--- src/rtl/usb_tok_pkg.sv ---
package usb_tok_pkg;
  typedef enum logic [1:0] {
    SYM_DATA = 2'd0,
    SYM_SE0  = 2'd1,
    SYM_IDLE = 2'd2
  } sym_kind_e;
endpackage

--- src/rtl/tok_crc5.sv ---
module tok_crc5 #(
  parameter int          DATA_W = 11,
  parameter int          CRC_W  = 5,
  parameter logic [4:0]  POLY   = 5'b00101,
  parameter logic [4:0]  SEED   = 5'b11111
) (
  input  logic [DATA_W-1:0] din,       // din[0] is shifted in first
  output logic [CRC_W-1:0]  crc_field  // crc_field[0] is sent first
);
  logic [CRC_W-1:0] chain [0:DATA_W];

  assign chain[0] = SEED[CRC_W-1:0];

  for (genvar i = 0; i < DATA_W; i++) begin : g_step
    logic fb;
    assign fb = din[i] ^ chain[i][CRC_W-1];
    assign chain[i+1] = {chain[i][CRC_W-2:0], 1'b0} ^ (fb ? POLY[CRC_W-1:0] : '0);
  end

  for (genvar j = 0; j < CRC_W; j++) begin : g_out
    assign crc_field[j] = ~chain[DATA_W][CRC_W-1-j];
  end
endmodule

--- src/rtl/tok_frame_seq.sv ---
module tok_frame_seq
  import usb_tok_pkg::*;
#(
  parameter int FRAME_W   = 32,
  parameter int STUFF_RUN = 6
) (
  input  logic               clk,
  input  logic               rst,
  input  logic               bit_en,
  input  logic               start,
  input  logic [FRAME_W-1:0] frame_i,
  output logic               sym_valid,
  output sym_kind_e          sym_kind,
  output logic               sym_bit,
  output logic               busy,
  output logic               done
);
  localparam int IDX_W  = $clog2(FRAME_W + 1);
  localparam int ONES_W = $clog2(STUFF_RUN + 1);

  typedef enum logic [1:0] {ST_IDLE, ST_BITS, ST_SE0B, ST_JEND} seq_st_e;

  seq_st_e            st_q;
  logic [FRAME_W-1:0] shreg_q;
  logic [IDX_W-1:0]   sent_q;
  logic [ONES_W-1:0]  ones_q;
  logic               stuff_now, frame_end;

  assign stuff_now = (ones_q == ONES_W'(STUFF_RUN));
  assign frame_end = (sent_q == IDX_W'(FRAME_W));

  always_comb begin
    sym_valid = bit_en && (st_q != ST_IDLE);
    sym_kind  = SYM_DATA;
    sym_bit   = 1'b0;
    case (st_q)
      ST_BITS: begin
        if (stuff_now)      sym_bit  = 1'b0;
        else if (frame_end) sym_kind = SYM_SE0;
        else                sym_bit  = shreg_q[0];
      end
      ST_SE0B: sym_kind = SYM_SE0;
      ST_JEND: sym_kind = SYM_IDLE;
      default: sym_kind = SYM_DATA;
    endcase
  end

  always_ff @(posedge clk) begin
    if (rst) begin
      st_q    <= ST_IDLE;
      shreg_q <= '0;
      sent_q  <= '0;
      ones_q  <= '0;
      busy    <= 1'b0;
      done    <= 1'b0;
    end else begin
      done <= 1'b0;
      case (st_q)
        ST_IDLE: begin
          if (start) begin
            shreg_q <= frame_i;
            sent_q  <= '0;
            ones_q  <= '0;
            busy    <= 1'b1;
            st_q    <= ST_BITS;
          end
        end
        ST_BITS: begin
          if (bit_en) begin
            if (stuff_now) begin
              ones_q <= '0;
            end else if (frame_end) begin
              st_q <= ST_SE0B;
            end else begin
              ones_q  <= shreg_q[0] ? ones_q + 1'b1 : '0;
              shreg_q <= shreg_q >> 1;
              sent_q  <= sent_q + 1'b1;
            end
          end
        end
        ST_SE0B: if (bit_en) st_q <= ST_JEND;
        ST_JEND: begin
          if (bit_en) begin
            st_q <= ST_IDLE;
            busy <= 1'b0;
            done <= 1'b1;
          end
        end
        default: st_q <= ST_IDLE;
      endcase
    end
  end

  // the run counter never passes the stuffing threshold
  a_r7_run_bounded: assert property (@(posedge clk) disable iff (rst)
    ones_q <= ONES_W'(STUFF_RUN));

  // done is a single-cycle pulse
  a_r8_done_single: assert property (@(posedge clk) disable iff (rst)
    done |=> !done);

  // busy is low whenever done is reported
  a_r2_busy_clear_at_done: assert property (@(posedge clk) disable iff (rst)
    done |-> !busy);
endmodule

--- src/rtl/tok_line_drv.sv ---
module tok_line_drv
  import usb_tok_pkg::*;
(
  input  logic      clk,
  input  logic      rst,
  input  logic      sym_valid,
  input  sym_kind_e sym_kind,
  input  logic      sym_bit,
  output logic      dp_o,
  output logic      dm_o
);
  logic lvl_q;  // 1 = J, 0 = K
  logic lvl_d;

  assign lvl_d = sym_bit ? lvl_q : ~lvl_q;

  always_ff @(posedge clk) begin
    if (rst) begin
      lvl_q <= 1'b1;
      dp_o  <= 1'b1;
      dm_o  <= 1'b0;
    end else if (sym_valid) begin
      case (sym_kind)
        SYM_DATA: begin
          lvl_q <= lvl_d;
          dp_o  <= lvl_d;
          dm_o  <= ~lvl_d;
        end
        SYM_SE0: begin
          dp_o <= 1'b0;
          dm_o <= 1'b0;
        end
        default: begin
          lvl_q <= 1'b1;
          dp_o  <= 1'b1;
          dm_o  <= 1'b0;
        end
      endcase
    end
  end

  // a coded 0 always flips the differential level
  a_r6_zero_toggles: assert property (@(posedge clk) disable iff (rst)
    (sym_valid && sym_kind == SYM_DATA && !sym_bit) |=> (dp_o != $past(dp_o)));

  // no symbol, no line change
  a_r9_line_hold: assert property (@(posedge clk) disable iff (rst)
    !sym_valid |=> $stable({dp_o, dm_o}));
endmodule

--- src/rtl/usb_tok_tx.sv ---
module usb_tok_tx #(
  parameter int SYNC_W    = 8,
  parameter int TYPE_W    = 4,
  parameter int ADDR_W    = 7,
  parameter int ENDP_W    = 4,
  parameter int CRC_W     = 5,
  parameter int STUFF_RUN = 6
) (
  input  logic              clk,
  input  logic              rst,
  input  logic              bit_en,
  input  logic              start,
  input  logic [TYPE_W-1:0] pkt_type,
  input  logic [ADDR_W-1:0] dev_addr,
  input  logic [ENDP_W-1:0] endp_num,
  output logic              busy,
  output logic              done,
  output logic              line_dp,
  output logic              line_dm
);
  import usb_tok_pkg::*;

  localparam int CRC_IN_W = ADDR_W + ENDP_W;
  localparam int FRAME_W  = SYNC_W + 2 * TYPE_W + CRC_IN_W + CRC_W;
  localparam logic [SYNC_W-1:0] SYNC_PAT = SYNC_W'(1) << (SYNC_W - 1);

  logic [CRC_W-1:0]   crc_field;
  logic [FRAME_W-1:0] frame;
  logic               sym_valid, sym_bit;
  sym_kind_e          sym_kind;

  tok_crc5 #(.DATA_W(CRC_IN_W), .CRC_W(CRC_W)) u_crc (
    .din       ({endp_num, dev_addr}),
    .crc_field (crc_field)
  );

  // bit 0 of the frame leaves first
  assign frame = {crc_field, endp_num, dev_addr, ~pkt_type, pkt_type, SYNC_PAT};

  tok_frame_seq #(.FRAME_W(FRAME_W), .STUFF_RUN(STUFF_RUN)) u_seq (
    .clk       (clk),
    .rst       (rst),
    .bit_en    (bit_en),
    .start     (start),
    .frame_i   (frame),
    .sym_valid (sym_valid),
    .sym_kind  (sym_kind),
    .sym_bit   (sym_bit),
    .busy      (busy),
    .done      (done)
  );

  tok_line_drv u_line (
    .clk       (clk),
    .rst       (rst),
    .sym_valid (sym_valid),
    .sym_kind  (sym_kind),
    .sym_bit   (sym_bit),
    .dp_o      (line_dp),
    .dm_o      (line_dm)
  );

  // with nothing in flight the pair rests at J
  a_r1_idle_is_j: assert property (@(posedge clk) disable iff (rst)
    !busy |-> (line_dp && !line_dm));

  // a start during a packet does not end it early
  a_r10_start_ignored: assert property (@(posedge clk) disable iff (rst)
    (busy && start && !bit_en) |=> busy);
endmodule

--- config.mk ---
export PLATFORM = sky130hd
export DESIGN_NAME = usb_tok_tx
export DESIGN_NICKNAME = d
export VERILOG_FILES = /design/src/rtl/usb_tok_pkg.sv /design/src/rtl/tok_crc5.sv /design/src/rtl/tok_frame_seq.sv /design/src/rtl/tok_line_drv.sv /design/src/rtl/usb_tok_tx.sv
export SDC_FILE = /design/constraint.sdc
export NUM_CORES = 1
export LEC_CHECK = 0
export ABC_CLOCK_PERIOD_IN_PS = 2600
export CORE_AREA = 2 2 83 85
export CTS_CLUSTER_DIAMETER = 80
export DETAILED_ROUTE_END_ITERATION = 8
export DIE_AREA = 0 0 85 87
export PLACE_DENSITY_LB_ADDON = 0.2
export SLEW_MARGIN = 20
export SYNTH_ARGS = -nofsm -noshare
export SYNTH_HDL_FRONTEND = slang
export SYNTH_HIERARCHICAL = 1
export SYNTH_SLANG_ARGS = --single-unit
--- constraint.sdc ---
create_clock -name clk -period 2.6 [get_ports clk]
set_input_delay 0.52 -clock clk [delete_from_list [all_inputs] [get_ports clk]]
set_output_delay 0.52 -clock clk [all_outputs]
set_load 0.02 [all_outputs]
# After elaboration in Yosys (flattened, before gate mapping)
# Index checks and enable logic that the tools add are counted.
[op_classes] n_reduce_logical=12 add_sub_neg=2 n_eq_ne=14 bitwise_logic=31 muxes=48
[ops] cell="$mux 32" n=4
[ops] cell="$pmux 32 s2" n=1
[ops] cell="$xor 5x5->5" n=10
[ops] cell="$mux 3" n=16
[ops] cell="$mux 6" n=4
[ops] cell="$mux 2" n=7
[ops] cell="$ne 2x2->1 const B" n=6
[ops] cell="$pmux 6 s2" n=1
[ops] cell="$xor 1x1->1" n=10
[ops] cell="$mux 1" n=9
[ops] cell="$not 1->1" n=9
[ops] cell="$not 4->4" n=2
[ops] cell="$pmux 2 s4" n=1
[ops] cell="$add 6x1->6 const B" n=1
[ops] cell="$eq 6x6->1 const B" n=1
[ops] cell="$pmux 1 s2" n=3
[ops] cell="$pmux 2 s3" n=1
[ops] cell="$pmux 3 s2" n=1
[ops] cell="$reduce_and 6->1" n=1
[ops] cell="$reduce_bool 2->1" n=3
[ops] cell="$reduce_and 5->1" n=1
[ops] cell="$eq 2x1->1 const B" n=2
[ops] cell="$eq 2x2->1 const B" n=2
[ops] cell="$logic_not 2->1" n=2
[ops] cell="9 further kinds" n=9
[word_totals] inputBits=19 ff_bits=48 word_cells=116

# Depth between registers and ports, before layout
[logic_depth] depth_word=35 depth_mapped=10 ltp_nobuf=8

# Cells and area by module
# Netlist, hierarchy kept.
[by_module_without_submodules] mod="tok_frame_seq" area_each_um2=2816.5 cells_each=288 instances=1 seq_area_each_um2=900.9
[by_module_without_submodules] mod="tok_crc5" area_each_um2=177.7 cells_each=16 instances=1 seq_area_each_um2=0.0
[by_module_without_submodules] mod="tok_line_drv" area_each_um2=143.9 cells_each=15 instances=1 seq_area_each_um2=60.1
[by_module_without_submodules] mod="usb_tok_tx" area_each_um2=22.5 cells_each=6 instances=1 seq_area_each_um2=0.0

# Least setup slack after synthesis
# No wires, ideal clock.
[synth_timing] kind="register to register" startpoint="register u_seq.st_q[0]" endpoint="register u_seq.ones_q[0]" t_arrival_ns=1.810 period_less_slack_ns=1.881 setup_time_ns=0.071 path_slack_ns=0.719 path_stages_with_launch=9 t_required_ns=2.529 path_cell_list="dfxtp_1 inv_1 ha_1 buf_4 mux2i_2 a211o_4 buf_6 a211o_1 a21oi_2"
[synth_via] elab_chain_cells=3
[synth_rtl] element="start, declared" line_no="tok_frame_seq.sv:23" source="seq_st_e st_q;"
[synth_rtl] element="start signal, assigned" line_no="tok_frame_seq.sv:50" source="st_q <= ST_IDLE;"
[synth_rtl] element="start signal, assigned" line_no="tok_frame_seq.sv:65" source="st_q <= ST_BITS;"
[synth_rtl] element="start signal, assigned" line_no="tok_frame_seq.sv:73" source="st_q <= ST_SE0B;"
[synth_rtl] element="$eq 2x1->1 or $logic_not 2->1 (tied branches)" line_no="tok_frame_seq.sv:58" source="case (st_q)"
[synth_rtl] element="$ne 3x2->1 (no source line) (tied with other cells)"
[synth_rtl] element="$reduce_and 4->1 (no source line)"
[synth_rtl] element="end signal, assigned" line_no="tok_frame_seq.sv:75" source="ones_q <= shreg_q[0] ? ones_q + 1'b1 : '0;"
[synth_rtl] element="end, declared" line_no="tok_frame_seq.sv:26" source="logic [ONES_W-1:0] ones_q;"
# Several ways; a longest one is shown, not always the timed one.
# A chain may end at the register's enable or synchronous reset.

# Worst setup path after layout
[layout_timing] startpoint="input port dev_addr[2]" endpoint="register u_seq.shreg_q[31]"
[layout_via] elab_chain_cells=18
[layout_rtl] element="start, declared" line_no="usb_tok_tx.sv:14" source="input logic [ADDR_W-1:0] dev_addr,"
[layout_rtl] element="$xor 1x1->1 *" line_no="tok_crc5.sv:16" source="assign fb = din[i] ^ chain[i][CRC_W-1];"
[layout_rtl] element="$mux 3 *" line_no="tok_crc5.sv:17" source="assign chain[i+1] = {chain[i][CRC_W-2:0], 1'b0} ^ (fb ? POLY[CRC_W-1:0] : '0);"
[layout_rtl] element="$xor 5x5->5 * (3 in series)" line_no="tok_crc5.sv:17"
[layout_rtl] element="$xor 1x1->1 or $xor 5x5->5 (tied branches)" line_no="tok_crc5.sv:16, tok_crc5.sv:17"
[layout_rtl] element="$mux 3 or $xor 5x5->5 (tied branches)" line_no="tok_crc5.sv:17"
[layout_rtl] element="$xor 5x5->5 * (5 in series)" line_no="tok_crc5.sv:17"
[layout_rtl] element="$xor 1x1->1 *" line_no="tok_crc5.sv:16"
[layout_rtl] element="$mux 3 *" line_no="tok_crc5.sv:17"
[layout_rtl] element="$xor 5x5->5 *" line_no="tok_crc5.sv:17"
[layout_rtl] element="$not 1->1 *" line_no="tok_crc5.sv:21" source="assign crc_field[j] = ~chain[DATA_W][CRC_W-1-j];"
[layout_rtl] element="net crc_field[4]" line_no="usb_tok_tx.sv:27" source="logic [CRC_W-1:0] crc_field;"
[layout_rtl] element="$mux 32 *" line_no="tok_frame_seq.sv:60" source="if (start) begin"
[layout_rtl] element="$pmux 32 s2 *" line_no="tok_frame_seq.sv:58"
[layout_rtl] element="end signal, assigned" line_no="tok_frame_seq.sv:61" source="shreg_q <= frame_i;"
[layout_rtl] element="end signal, assigned" line_no="tok_frame_seq.sv:76" source="shreg_q <= shreg_q >> 1;"
[layout_rtl] element="end, declared" line_no="tok_frame_seq.sv:24" source="logic [FRAME_W-1:0] shreg_q;"
# The timed path passes the listed nets; every way through them passes the cells marked *. The select of a mux whose other input is x is not followed.

==> reports/results.md <==
## Outcome
• **result of the run** finished, final reports clean

## Finish
• **filler instances** 630
• **Ant. Diodes** 0
• **Nets** 370
• **share of final-layout standard cells stronger than drive strength 1** 0.2624
• **synth-to-layout area growth** 13.06%

## Synthesis
• **number of warnings issued by yosys** 6
• **post-synthesis sequential element count** 48
• **count of cell types in the netlist** 54
• **library cell occupying the most area in the post-synthesis netlist** dfxtp_1
• **number of synthesized flops with an enable pin** 0
• **Post-Syn Instances** 325
• **area share of and/or/nand/nor cells after synthesis** 0.1774
• **area share of xor/xnor cells in the synthesized design** 0.05899
• **synthesized area per cell** 9.725 um2
• **Synth top area share** 0.3040
• **proportion of synthesized area in mux cells** 0.1093
• **cell types with the largest area share after synthesis** dfxtp_1 30%, mux2i_1 10%, nand3_2 9.5%
• **count leader, synth** dfxtp_1
• **Main synth FF type** dfxtp_1
• **top post-synthesis cells by count** 48 x dfxtp_1, 32 x a21o_1, 32 x mux2i_1, 31 x a21oi_2, 30 x nand3_2
• **area share of fa/ha/maj cells after synthesis** 0.03563
• **Synth Area in Compound Gates** 0.2466
• **async set-reset flop share out of synthesis** 0
• **share of the yosys chip area belonging to registers** 0.3040
• **main combinational cell family by area after synthesis** compound AO/OA/AOI/OAI gates
• **netlist area before placement** 0.003161 mm2

## Power
• **power density of the placed cells** 979.9 mW/mm2
• **sum of internal, switching and leakage power** 3502 uW
• **static leakage** 0.001292 uW
• **worst supply voltage drop on vdd** 0.0004918 V

## Timing
• **post-route minimum period** 2183 ps
• **Final Hold Viols** 0
• **final period utilization** 0.8394
• **number of failing setup endpoints in the final timing report** 0
• **final hold slack** 461.9 ps
• **Worst Clk Skew** 11.20 ps
• **worst slew margin relative to its limit** 0.6572
• **Setup TNS Final** 0 ps
• **unrepaired setup endpoints after global routing** false
• **final worst-path setup slack** 417.5 ps
• **count of final max-slew check failures** 0
• **highest achievable clock rate** 458.2 MHz
• **transition time of the tightest slew-check pin** 514.2 ps

## Run
• **number of max-cap violations** 0

## Setup path
• **Critical-path top delay cell** clkdlybuf4s50_1
• **critical path startpoint category** input pin
• **FF-to-FF setup slack** 490 ps
• **critical path class** input pin to register
• **largest stage delay on the critical path** 560 ps
• **data required time at the worst endpoint** 2830 ps
• **critical-path cell list** clkdlybuf4s50_1, xor2_2, xor3_2, xnor2_1, nand4_1, a21oi_2
• **crit path DAT** 2410 ps
• **cell family contributing the most delay on the critical path** XOR/XNOR gates
• **highest fanout seen on the critical path** 3
• **crit path buf inv count** 1
• **type of element capturing the critical path** register

## Clocking
• **CTS Sinks** 48
• **cell at the root of the clock tree** clkbuf_8
• **H-tree levels** 2
• **setup bufs post-CTS** 0
• **largest buffer count on any clock path** 2
• **TritonCTS clock tree** done
• **clock buffer count from CTS** 5
• **insertion delay of the later-clocked pin in the worst-skew pair** 300 ps
• **Clock transition at path regs** 90 ps
• **CTS-repair resized insts** 0
• **hold buffer count at cts** 0

## GRT
• **Total GRT Usage** 0.1689
• **number of global-route vias before repair** 2,217
• **number of antenna violations at the first check in global routing** 0
• **total gr overflow** 0
• **first-pass GRT wire length** 10,360 um
• **largest net degree at the start of global routing** 32

## Place
• **count of port buffers added during placement** 22
• **Post-DP HPWL** 4051 um
• **Worst Setup Slack post-DPL** 93.38 ps
• **final estimated routing congestion in global placement** 0.8153

## Routing
• **wire length per cell after detailed routing** 14.02 um
• **DRC Markers** 0
• **antenna violation net count after detailed routing** 0
• **drt total wl** 5931 um
• **count of TritonRoute iterations in the first routing pass** 4
• **detailed-route vias per instance** 5.485
• **total number of vias** 2,320
• **number of DRC markers after the initial detailed-route iteration** 100

## Floorplan
• **number of top-level pins** 23
• **die area** 0.007395 mm2
• **Placement Rows** 30
• **Placeable Area** 0.006569 mm2
• **Initial Utilization** 0.4811
• **overall die width** 85 um
• **Die Span Y** 87 um

## Hold path
• **worst hold-check path type** register to register

-- registers in the layout, indices dropped and copies added (netlist names) --
register / cells
u_seq/shreg_q: 32
u_seq/ones_q: 3
u_line/dm_o: 1
u_seq/st_q: 2
u_seq/done: 1
u_seq/sent_q: 6
u_line/dp_o: 1
u_line/lvl_q: 1
u_seq/busy: 1
-- worst min-delay path, stage by stage, from the launching register on --
cell and delay (ps):
dfxtp_1 330, nand3_2 60, a21oi_2 40
-- power breakdown --
part / internal, uW / switching, uW
clock network: 340 / 249
logic: 808 / 1020
registers: 947 / 141
total: 2090 / 1410
-- cells in the final DEF (no fill, tap or decap), types with 4 or more instances in the layout --
cell and count:
a21o_1 32, nand4_1 6, o21ai_0 6, clkdlybuf4s50_1 21, ha_1 8, inv_1 12, a21oi_2 31, mux2i_1 32
nand3_2 30, xnor2_1 12, a21oi_1 15, nand2_1 8, clkbuf_8 7, buf_12 4, dfxtp_1 48, nor2_1 5
conb_1 8, nand3_1 10
-- routing by layer --
layer	vias to the layer above	GRT usage	share of wire
met2	24	0.2770	0.47
met3	5	0.02938	0.023
met1	1092	0.2326	0.50
li1	1199	-	-
met5	-	0	0
met4	0	0.03896	0.0066
-- logic make-up after synthesis --
| logic type | Yosys count |
|---|---|
| AO/OA/AOI/OAI | 102 |
| AND/OR/NAND/NOR | 75 |
| adder cells (fa/ha/maj) | 9 |
| other | 2 |
| XOR/XNOR | 17 |
| multiplexers | 34 |
| flip-flops | 48 |
| buffers and inverters | 38 |
-- final cells by class --
cell class / count / area (um2) / area share
Clock buffer: 7 / 96.34 / 0.02696
Clock inverter: 1 / 30.03 / 0.008403
Inverter: 13 / 48.80 / 0.01366
Timing Repair Buffer: 29 / 317.8 / 0.08894
Multi-Input combinational cell: 245 / 2019 / 0.5651
Sequential cell: 48 / 960.9 / 0.2689
Tap cell: 80 / 100.1 / 0.02801
-- stage by stage --
step	util	instances	instance area [um2]
6_report	0.5440	423	3573
5_1_grt	0.5440	423	3573
4_1_cts	0.5440	423	3573
3_5_place_dp	0.5248	415	3447
3_3_place_gp	0.5248	415	3447
2_1_floorplan	-	331	3183
-- final timing paths --
path | start | end | cells after the start
min reg2reg | u_seq/shreg_q[27] | u_seq/shreg_q[27] | 2
min | u_seq/shreg_q[27] | u_seq/shreg_q[27] | 2
max reg2reg | u_seq/st_q[0] | u_seq/shreg_q[26] | 7
max | dev_addr[2] | u_seq/shreg_q[31] | 6
Note: power is estimated with default switching activity, not from simulation.
